<file path="src/rtl/sd_pulse_pkg.sv">
package sd_pulse_pkg;
  typedef enum logic {
    RES_FULL   = 1'b0,
    RES_NARROW = 1'b1
  } res_e;

  typedef enum logic {
    SHAPE_NRZ = 1'b0,
    SHAPE_RTZ = 1'b1
  } shape_e;
endpackage

</file>
<file path="src/rtl/sd_code_align.sv">
module sd_code_align
  import sd_pulse_pkg::*;
#(
  parameter int CODE_W   = 16,
  parameter int NARROW_W = 14
) (
  input  logic [CODE_W-1:0] raw_code,
  input  res_e              res_sel,
  output logic [CODE_W-1:0] aligned_code
);
  localparam int PAD_W = CODE_W - NARROW_W;

  always_comb begin
    if (res_sel == RES_NARROW) begin
      aligned_code = {raw_code[NARROW_W-1:0], {PAD_W{1'b0}}};
    end else begin
      aligned_code = raw_code;
    end
  end
endmodule

</file>
<file path="src/rtl/sd_err_accum.sv">
module sd_err_accum #(
  parameter int CODE_W = 16
) (
  input  logic              clk,
  input  logic              rst,
  input  logic              step,
  input  logic [CODE_W-1:0] code,
  output logic              carry
);
  logic [CODE_W-1:0] rem_q;
  logic [CODE_W:0]   sum;

  always_comb begin
    sum   = {1'b0, rem_q} + {1'b0, code};
    carry = sum[CODE_W];
  end

  always_ff @(posedge clk) begin
    if (rst) begin
      rem_q <= '0;
    end else if (step) begin
      rem_q <= sum[CODE_W-1:0];
    end
  end
endmodule

</file>
<file path="src/rtl/sd_shaper.sv">
module sd_shaper #(
  parameter int HALF_LEN = 1,
  localparam int PER_LEN = 2 * HALF_LEN,
  localparam int PH_W    = (PER_LEN > 1) ? $clog2(PER_LEN) : 1
) (
  input  logic            clk,
  input  logic            rst,
  input  logic            carry,
  input  logic            rtz_next,
  output logic            step,
  output logic [PH_W-1:0] ph_q,
  output logic            rtz_q,
  output logic            pin_q
);
  localparam int PH_LAST = PER_LEN - 1;
  localparam int PH_MID  = HALF_LEN - 1;

  assign step = (ph_q == PH_W'(PH_LAST));

  always_ff @(posedge clk) begin
    if (rst) begin
      ph_q  <= PH_W'(PH_LAST);
      pin_q <= 1'b0;
      rtz_q <= 1'b0;
    end else if (step) begin
      ph_q  <= '0;
      pin_q <= carry;
      rtz_q <= rtz_next;
    end else begin
      ph_q <= ph_q + 1'b1;
      if (ph_q == PH_W'(PH_MID) && rtz_q) begin
        pin_q <= 1'b0;
      end
    end
  end
endmodule

</file>
<file path="src/rtl/sd_pulse_dac.sv">
module sd_pulse_dac
  import sd_pulse_pkg::*;
#(
  parameter int CODE_W   = 16,
  parameter int NARROW_W = 14,
  parameter int HALF_LEN = 1
) (
  input  logic              clk,
  input  logic              rst,
  input  logic              wr_en,
  input  logic [CODE_W-1:0] wr_code,
  input  logic              wr_narrow,
  input  logic              wr_rtz,
  output logic              dac_out
);
  localparam int PER_LEN = 2 * HALF_LEN;
  localparam int PH_W    = (PER_LEN > 1) ? $clog2(PER_LEN) : 1;

  logic [CODE_W-1:0] wr_aligned;
  logic [CODE_W-1:0] held_code, act_code, eff_code;
  res_e              held_res, act_res, eff_res;
  shape_e            held_shape, eff_shape;
  logic              step, carry, rtz_act;
  logic [PH_W-1:0]   ph_q;
  logic              act_narrow;

  sd_code_align #(.CODE_W(CODE_W), .NARROW_W(NARROW_W)) align_i (
    .raw_code    (wr_code),
    .res_sel     (res_e'(wr_narrow)),
    .aligned_code(wr_aligned)
  );

  always_comb begin
    eff_code  = wr_en ? wr_aligned : held_code;
    eff_res   = wr_en ? res_e'(wr_narrow) : held_res;
    eff_shape = wr_en ? shape_e'(wr_rtz) : held_shape;
  end

  always_ff @(posedge clk) begin
    if (rst) begin
      held_code  <= '0;
      held_res   <= RES_FULL;
      held_shape <= SHAPE_NRZ;
    end else if (wr_en) begin
      held_code  <= wr_aligned;
      held_res   <= res_e'(wr_narrow);
      held_shape <= shape_e'(wr_rtz);
    end
  end

  always_ff @(posedge clk) begin
    if (rst) begin
      act_code <= '0;
      act_res  <= RES_FULL;
    end else if (step) begin
      act_code <= eff_code;
      act_res  <= eff_res;
    end
  end

  assign act_narrow = (act_res == RES_NARROW);

  sd_err_accum #(.CODE_W(CODE_W)) accum_i (
    .clk  (clk),
    .rst  (rst),
    .step (step),
    .code (eff_code),
    .carry(carry)
  );

  sd_shaper #(.HALF_LEN(HALF_LEN)) shaper_i (
    .clk     (clk),
    .rst     (rst),
    .carry   (carry),
    .rtz_next(eff_shape == SHAPE_RTZ),
    .step    (step),
    .ph_q    (ph_q),
    .rtz_q   (rtz_act),
    .pin_q   (dac_out)
  );
endmodule

</file>
<file path="config.mk">
export PLATFORM = sky130hd
export DESIGN_NAME = sd_pulse_dac
export DESIGN_NICKNAME = d
export VERILOG_FILES = /design/src/rtl/sd_pulse_pkg.sv /design/src/rtl/sd_code_align.sv /design/src/rtl/sd_err_accum.sv /design/src/rtl/sd_shaper.sv /design/src/rtl/sd_pulse_dac.sv
export SDC_FILE = /design/constraint.sdc
export NUM_CORES = 1
export LEC_CHECK = 0
export BUFFER_PORTS_ARGS = -buffer_cell sky130_fd_sc_hd__buf_2
export CORE_AREA = 2 2 50 98
export DETAILED_ROUTE_END_ITERATION = 16
export DIE_AREA = 0 0 52 100
export PLACE_DENSITY = 0.67
export SYNTH_ARGS = -nofsm -noshare
export SYNTH_HDL_FRONTEND = slang
export SYNTH_SLANG_ARGS = --single-unit
</file>
<file path="constraint.sdc">
create_clock -name clk -period 5.4 [get_ports clk]
set_input_delay 1.62 -clock clk [delete_from_list [all_inputs] [get_ports clk]]
set_output_delay 1.62 -clock clk [all_outputs]
set_load 0.005 [all_outputs]
</file>
==> results.cfg, run 1 <==
[run_status]
status = complete, no violations

[timing]
final-hold-violation-count = 0
setup_tns_ns = 0
slew_headroom_pct = 33.9
setup_violations = 0
rsz0062_at_grt = false
drv_slew = 0
worst_pin_slew_ns = 0.990
finalCritPeriodShare_pct = 75.2
whs_ns = 0.457
finClkSkew_ns = 0.00287
period_needed_ns = 4.06
fmaxAchievable_ghz = 0.246

[yosys]
synth.top_cell.area_share_pct = 33.5
synth.largest_area_cell = dfxtp_1
synthesis.area_sq_um = 2150
synth.most_common_cell = dfxtp_1
yosysWarnings = 0
synth_edf_count = 0
ys_types = 43
synth_nets = 282
ys_seq_area_share_pct = 33.5
synth-async-reset-ratio_pct = 0
synthTopCellsByCount = dfxtp_1 (36), nor2_1 (29), a21oi_1 (24)
ys_ff_latch = 36
postSynthCellCount = 244
dominantRegCellSynth = dfxtp_1
synthTopCellsByArea = dfxtp_1 (34%), mux2i_1 (11%), ha_1 (9.3%), a21oi_1 (5.6%), nor2b_1 (5.2%)
syn_avg_cell_area_sq_um = 8.81

[routing]
post_drt_wl_per_cell_microns = 12.4
via_per_inst = 5.28
dr_total_vias = 1667
dr.max_layer_used = met4
wl_met3_microns = 113
finalWirelength_microns = 3920
met1Wirelength_microns = 1930
first_pass_iters = 4
antenna_left = 0
drcViolationCount = 0
drt_iter0_markers = 12
wl_met2_microns = 1820

[final_layout]
nets = 298
area_delta_synth_final_pct = 10.2
drive_gt1_share_pct = 13.8
antennaDiodeCount = 0
stdcell_count = 316

[power_and_ir_drop]
p_sw_share_pct = 33.1
vdd_drop_max_mv = 0.267
power_frac_clock_pct = 24.8
p_int_w = 0.000616
pwr-share-seq_pct = 36.6
p_per_area_nw_per_um2 = 388
netSwitchingPower_w = 0.000305
finalPower_w = 0.000921
cellLeakagePower_nw = 1.09
p_comb_share_pct = 38.7

[cts]
cts_tree = done
cts.sinks = 36
cts-hold-fix-buffers = 0
path_clk_slew_ns = 0.07
htreeDepth = 2
clk_latency_ns = 0.28
clockBufferDepth = 2
numCtsBuffers = 5
cts_root_buf = clkbuf_8
cts_resized = 0
post-cts-setup-buffers = 0

[die]
die_w_microns = 52
die_h_microns = 100
core_sq_um = 4510
io_pins = 22
start_util_pct = 47.7
rows = 35
design.die.area_sq_um = 5200

[placement]
hpwlAfterDp_microns = 2970
dp.cells = 308
port_buffers = 21
gp_congestion = 0.895

[hold_path]
worstHoldEndpoint = accum_i.rem_q[13]$_SDFFE_PP0P_
hold_start = accum_i.rem_q[13]$_SDFFE_PP0P_
whs_path_depth = 2
hp-class = reg -> reg

[critical_path]
worstSetupPathType = in -> reg
timing.rr.start = held_code[0]$_SDFF_PP0_
cp-start-kind = primary input
r2r_slack_ns = 2.90
regToRegEndpoint = accum_i.rem_q[12]$_SDFFE_PP0P_
cp.required_ns = 5.56
cp.arrival_ns = 4.23
r2r_cells = 10
critPathCaptureType = flip-flop
path_max_fanout = 32

[global_routing]
grt_max_degree = 38
grtUsageTotal_pct = 17.3
overflow = 0
grt_pass1_wl_microns = 6930
antenna_found_initial = 0
first_global_vias = 1628

[run]
maxCapViolations = 0
[kinds of logic (layout without fill, tap and decap cells)]
logic type / Yosys count / count (layout) / synth area share (%)
AOI/OAI and AO/OA: 63 / 63 / 18.6
xor gates and xnor gates: 12 / 12 / 4.89
adders and majority gates: 17 / 17 / 10.2
buffers and inverters: 15 / 32 / 3.37
DFF: 36 / 36 / 33.5
muxes: 23 / 23 / 10.7
and+or+nand+nor: 78 / 78 / 18.7
[worst max-delay path, stage by stage]
cell and delay, ns:
buf_2 0.26, nor2b_1 0.22, nand2_1 0.09, o21ai_1 0.08, ha_1 0.24, fa_1 0.44, a211oi_2 0.22, o21bai_2 0.12
a211oi_4 0.30, o21ai_2 0.12, nor4bb_1 0.15, or3_1 0.38
[worst max-delay path by stage]
stage / from / cells past startpoint / slack (ns) / end
6_report: wr_en / 12 / 1.34 / accum_i.rem_q[12]$_SDFFE_PP0P_
5_1_grt: wr_en / 11 / 1.07 / accum_i.rem_q[15]$_SDFFE_PP0P_
3_3_place_gp: wr_en / 12 / 1.11 / accum_i.rem_q[12]$_SDFFE_PP0P_
2_1_floorplan: wr_narrow / 11 / 1.23 / accum_i.rem_q[12]$_SDFFE_PP0P_
3_5_place_dp: wr_en / 12 / 1.04 / accum_i.rem_q[12]$_SDFFE_PP0P_
4_1_cts: wr_en / 12 / 1.34 / accum_i.rem_q[12]$_SDFFE_PP0P_
[through the flow]
| stage | setup WS [ns] | utilization (%) | area [sq um] |
|---|---|---|---|
| after global routing | 1.07 | 52.6 | 2370 |
| after detailed placement | 1.04 | 50.2 | 2260 |
| after floorplan | 1.23 | - | 2150 |
| final | 1.34 | 52.6 | 2370 |
| after global placement | 1.11 | 50.2 | 2260 |
| after CTS | 1.34 | 52.6 | 2370 |
[flip-flops by register name, summed over array words and instances, names as in the netlist]
register / count
shaper_i.rtz_q: 1
held_shape: 1
shaper_i.pin_q: 1
accum_i.rem_q: 16
held_code: 16
shaper_i.ph_q: 1
[cell type report]
cell class	count	area (sq um)
flip-flops and latches	36	721
clock inverters	2	35.0
inverters	3	11.3
well taps	55	68.8
repair buffers	21	105
fillers	425	2140
clock buffers	6	72.6
multi-input cells	193	1360
[power by group through the flow]
stage          Combinational (W)  Clock, W  Sequential [W]
3_3_place_gp            0.000349         0        0.000342
4_1_cts                 0.000359  0.000236        0.000337
2_1_floorplan           0.000299         0        0.000334
5_1_grt                 0.000407  0.000248        0.000342
6_report                0.000356  0.000228        0.000337
3_5_place_dp            0.000356         0        0.000342
[layout by cell type (no fill, tap or decap), drive strengths merged, types with 10 or more instances in the layout]
cell type,count
o21ai,15
xnor2,10
buf,21
nor2b,18
dfxtp,36
mux2i,23
ha,16
a21oi,24
nand2,13
nor2,29
[routing by layer]
layer	vias to the layer above	GRT usage, %
li1	894	-
met1	741	22.3
met2	26	28.0
met3	6	3.13
met4	0	6.48
met5	-	0
Note: power is estimated with default switching activity, not from simulation.
==> run 2: changes to the inputs <==
Settings changed: ABC_AREA set to 1, CORE_AREA 2 2 50 98 to 2 2 54 106, DIE_AREA 0 0 52 100 to 0 0 56 108, PLACE_DENSITY 0.67 to 0.69.
Clock period 5.4 ns to 3.5 ns, I/O delays scaled along.
==> run 2 against run 1 <==
  * Combinational power is 9.3% higher
  * Synthesized area increased by 17%
  * Sequential share of layout area fell by 4.2 points
  * Register-to-register slack got worse by 1.3 ns
  * Clock-buffer cell count is 1 higher
  * Design area up 16%
  * Critical path type unchanged
  * Largest cell class unchanged
  * Largest power group is now sequential cells
==> results.cfg, run 2 <==
[die]
design.die.area_sq_um = 6050
core_sq_um = 5180
die_w_microns = 56
rows = 37
start_util_pct = 48.5
die_h_microns = 108
io_pins = 22

[yosys]
synth_nets = 444
dominantRegCellSynth = dfxtp_1
ys_types = 30
synthTopCellsByCount = nand2_1 (90), nor2_1 (73), inv_1 (68)
synthTopCellsByArea = dfxtp_1 (29%), nand2_1 (13%), nor2_1 (11%), inv_1 (10%), ha_1 (8.0%)
synth_edf_count = 0
synth.top_cell.area_share_pct = 28.6
syn_avg_cell_area_sq_um = 6.20
synth.largest_area_cell = dfxtp_1
yosysWarnings = 0
synth-async-reset-ratio_pct = 0
postSynthCellCount = 406
ys_seq_area_share_pct = 28.6
synth.most_common_cell = nand2_1
synthesis.area_sq_um = 2520
ys_ff_latch = 36

[critical_path]
cpMostUsedCell = nand2_1
cp_num_buf_inv = 3
worstSetupPathType = in -> reg
r2r_slack_ns = 1.55
cp.arrival_ns = 2.98
slowest_stage = fa_1
cp-start-kind = primary input
path_max_fanout = 11
worstPathCellList = buf_2, buf_4, nand3_1, nand2_1, ha_1, fa_1, nand2_1, nand2_1, nand3_1, nand2_1, nand2_1, nand2_1, nand2_1, nand3_1, nand2_1, inv_1
critPathCaptureType = flip-flop
cp.required_ns = 3.70
cp_top_family = simple AND/OR/NAND/NOR gates
slowest_delay_ns = 0.39

[power_and_ir_drop]
p_int_w = 0.000772
vdd_drop_max_mv = 0.238
p_per_area_nw_per_um2 = 434
p_comb_share_pct = 32.6
cellLeakagePower_nw = 1.50
pwr-share-seq_pct = 40.0
netSwitchingPower_w = 0.000421
p_sw_share_pct = 35.3
power_frac_clock_pct = 27.4

[cts]
clockBufferDepth = 2
cts-hold-fix-buffers = 0
cts_resized = 0
cts.sinks = 36
post-cts-setup-buffers = 0
cts_tree = done
numCtsBuffers = 5
cts_root_buf = clkbuf_8
clk_latency_ns = 0.30
path_clk_slew_ns = 0.07
htreeDepth = 2

[timing]
fmaxAchievable_ghz = 0.359
drv_slew = 0
layout_setup_ws_ns = 0.718
rsz0062_at_grt = false
setup_violations = 0
setup_tns_ns = 0
worst_pin_slew_ns = 0.792
whs_ns = 0.473
period_needed_ns = 2.78
finClkSkew_ns = 0.00616
final-hold-violation-count = 0
slew_headroom_pct = 47.1
finalCritPeriodShare_pct = 79.5

[placement]
hpwlAfterDp_microns = 4330
port_buffers = 21
pre_cts_slack_ns = 0.378
gp_congestion = 0.839

[final_layout]
final_common_cell = nand2_1
largestRegisters = accum_i.rem_q: 16 flops, held_code: 16 flops
final_util_pct = 53.0
layout_common_cells = nand2_1 (90), nor2_1 (73), inv_1 (68)
antennaDiodeCount = 0
drive_gt1_share_pct = 15.3
nets = 464
area_delta_synth_final_pct = 9.30

[global_routing]
grt_max_degree = 25
grtUsageTotal_pct = 20.1
first_global_vias = 2231
antenna_found_initial = 0
overflow = 0
grt_pass1_wl_microns = 9460

[run]
maxCapViolations = 0

[routing]
via_per_inst = 4.88
drcViolationCount = 0
antenna_left = 0
drt_iter0_markers = 69
dr_total_vias = 2362
first_pass_iters = 6
finalWirelength_microns = 5500
post_drt_wl_per_cell_microns = 11.4

[run_status]
status = complete, no violations

[hold_path]
hp-class = reg -> reg
-- run 2: changes by cell type after synthesis, moves of 11 or more --
| cell | delta |
|---|---|
| nand3_1 | +27 |
| nand2_1 | +77 |
| a21oi_1 | -11 |
| inv_1 | +65 |
| nor2_1 | +44 |
| nor2b_1 | -18 |
| mux2i_1 | -23 |
-- run 2: power by group through the flow --
stage	logic, W	clock network, W	registers (W)
after floorplan	0.000313	0	0.000477
after global placement	0.000381	0	0.000485
after detailed placement	0.000387	0	0.000487
after CTS	0.000390	0.000338	0.000477
after global routing	0.000452	0.000347	0.000482
final	0.000389	0.000327	0.000477
-- run 2: worst paths after layout --
| path | start | to | cells after the start |
|---|---|---|---|
| max | wr_en | accum_i.rem_q[10]$_SDFFE_PP0P_ | 16 |
| min | shaper_i.pin_q$_SDFFE_PP0P_ | shaper_i.pin_q$_SDFFE_PP0P_ | 2 |
| min reg2reg | shaper_i.pin_q$_SDFFE_PP0P_ | shaper_i.pin_q$_SDFFE_PP0P_ | 2 |
| max reg2reg | held_code[3]$_SDFF_PP0_ | accum_i.rem_q[10]$_SDFFE_PP0P_ | 12 |
-- run 2: metrics by stage --
step | instances | power, W | area [sq um]
final | 484 | 0.00119 | 2750
after CTS | 484 | 0.00121 | 2750
after floorplan | 406 | 0.000790 | 2520
after detailed placement | 477 | 0.000873 | 2650
after global placement | 477 | 0.000866 | 2650
after global routing | 484 | 0.00128 | 2750
-- run 2: cells by family after synthesis --
logic type	share of synthesized area (%)
XOR/XNOR	0.696
flip-flops	28.6
AO/OA/AOI/OAI	12.0
AND/OR/NAND/NOR	36.0
adder cells (fa/ha/maj)	8.75
buffers and inverters	13.9
-- run 2: metal layers --
layer	vias up	track usage (%)	share of wire, %
li1	1281	-	-
met1	1036	20.3	41
met2	35	38.2	53
met3	10	3.47	2.7
met4	0	10.5	2.9
met5	-	0	0
-- run 2: worst reg2reg max path: cells and delay by family (launching register included) --
kind,cells,cell delay [ns]
buf+inv,2,0.07
flops,1,0.32
fa+ha+maj,1,0.34
simple gates,8,0.80
compound gates,1,0.33
-- run 2: cell type report --
cell class	count	area (sq um)
clock buffer	7	96.3
fill	558	2430
inverter	78	295
multi-input combinational	282	1450
sequential	36	721
tap	58	72.6
timing repair buffer	23	120
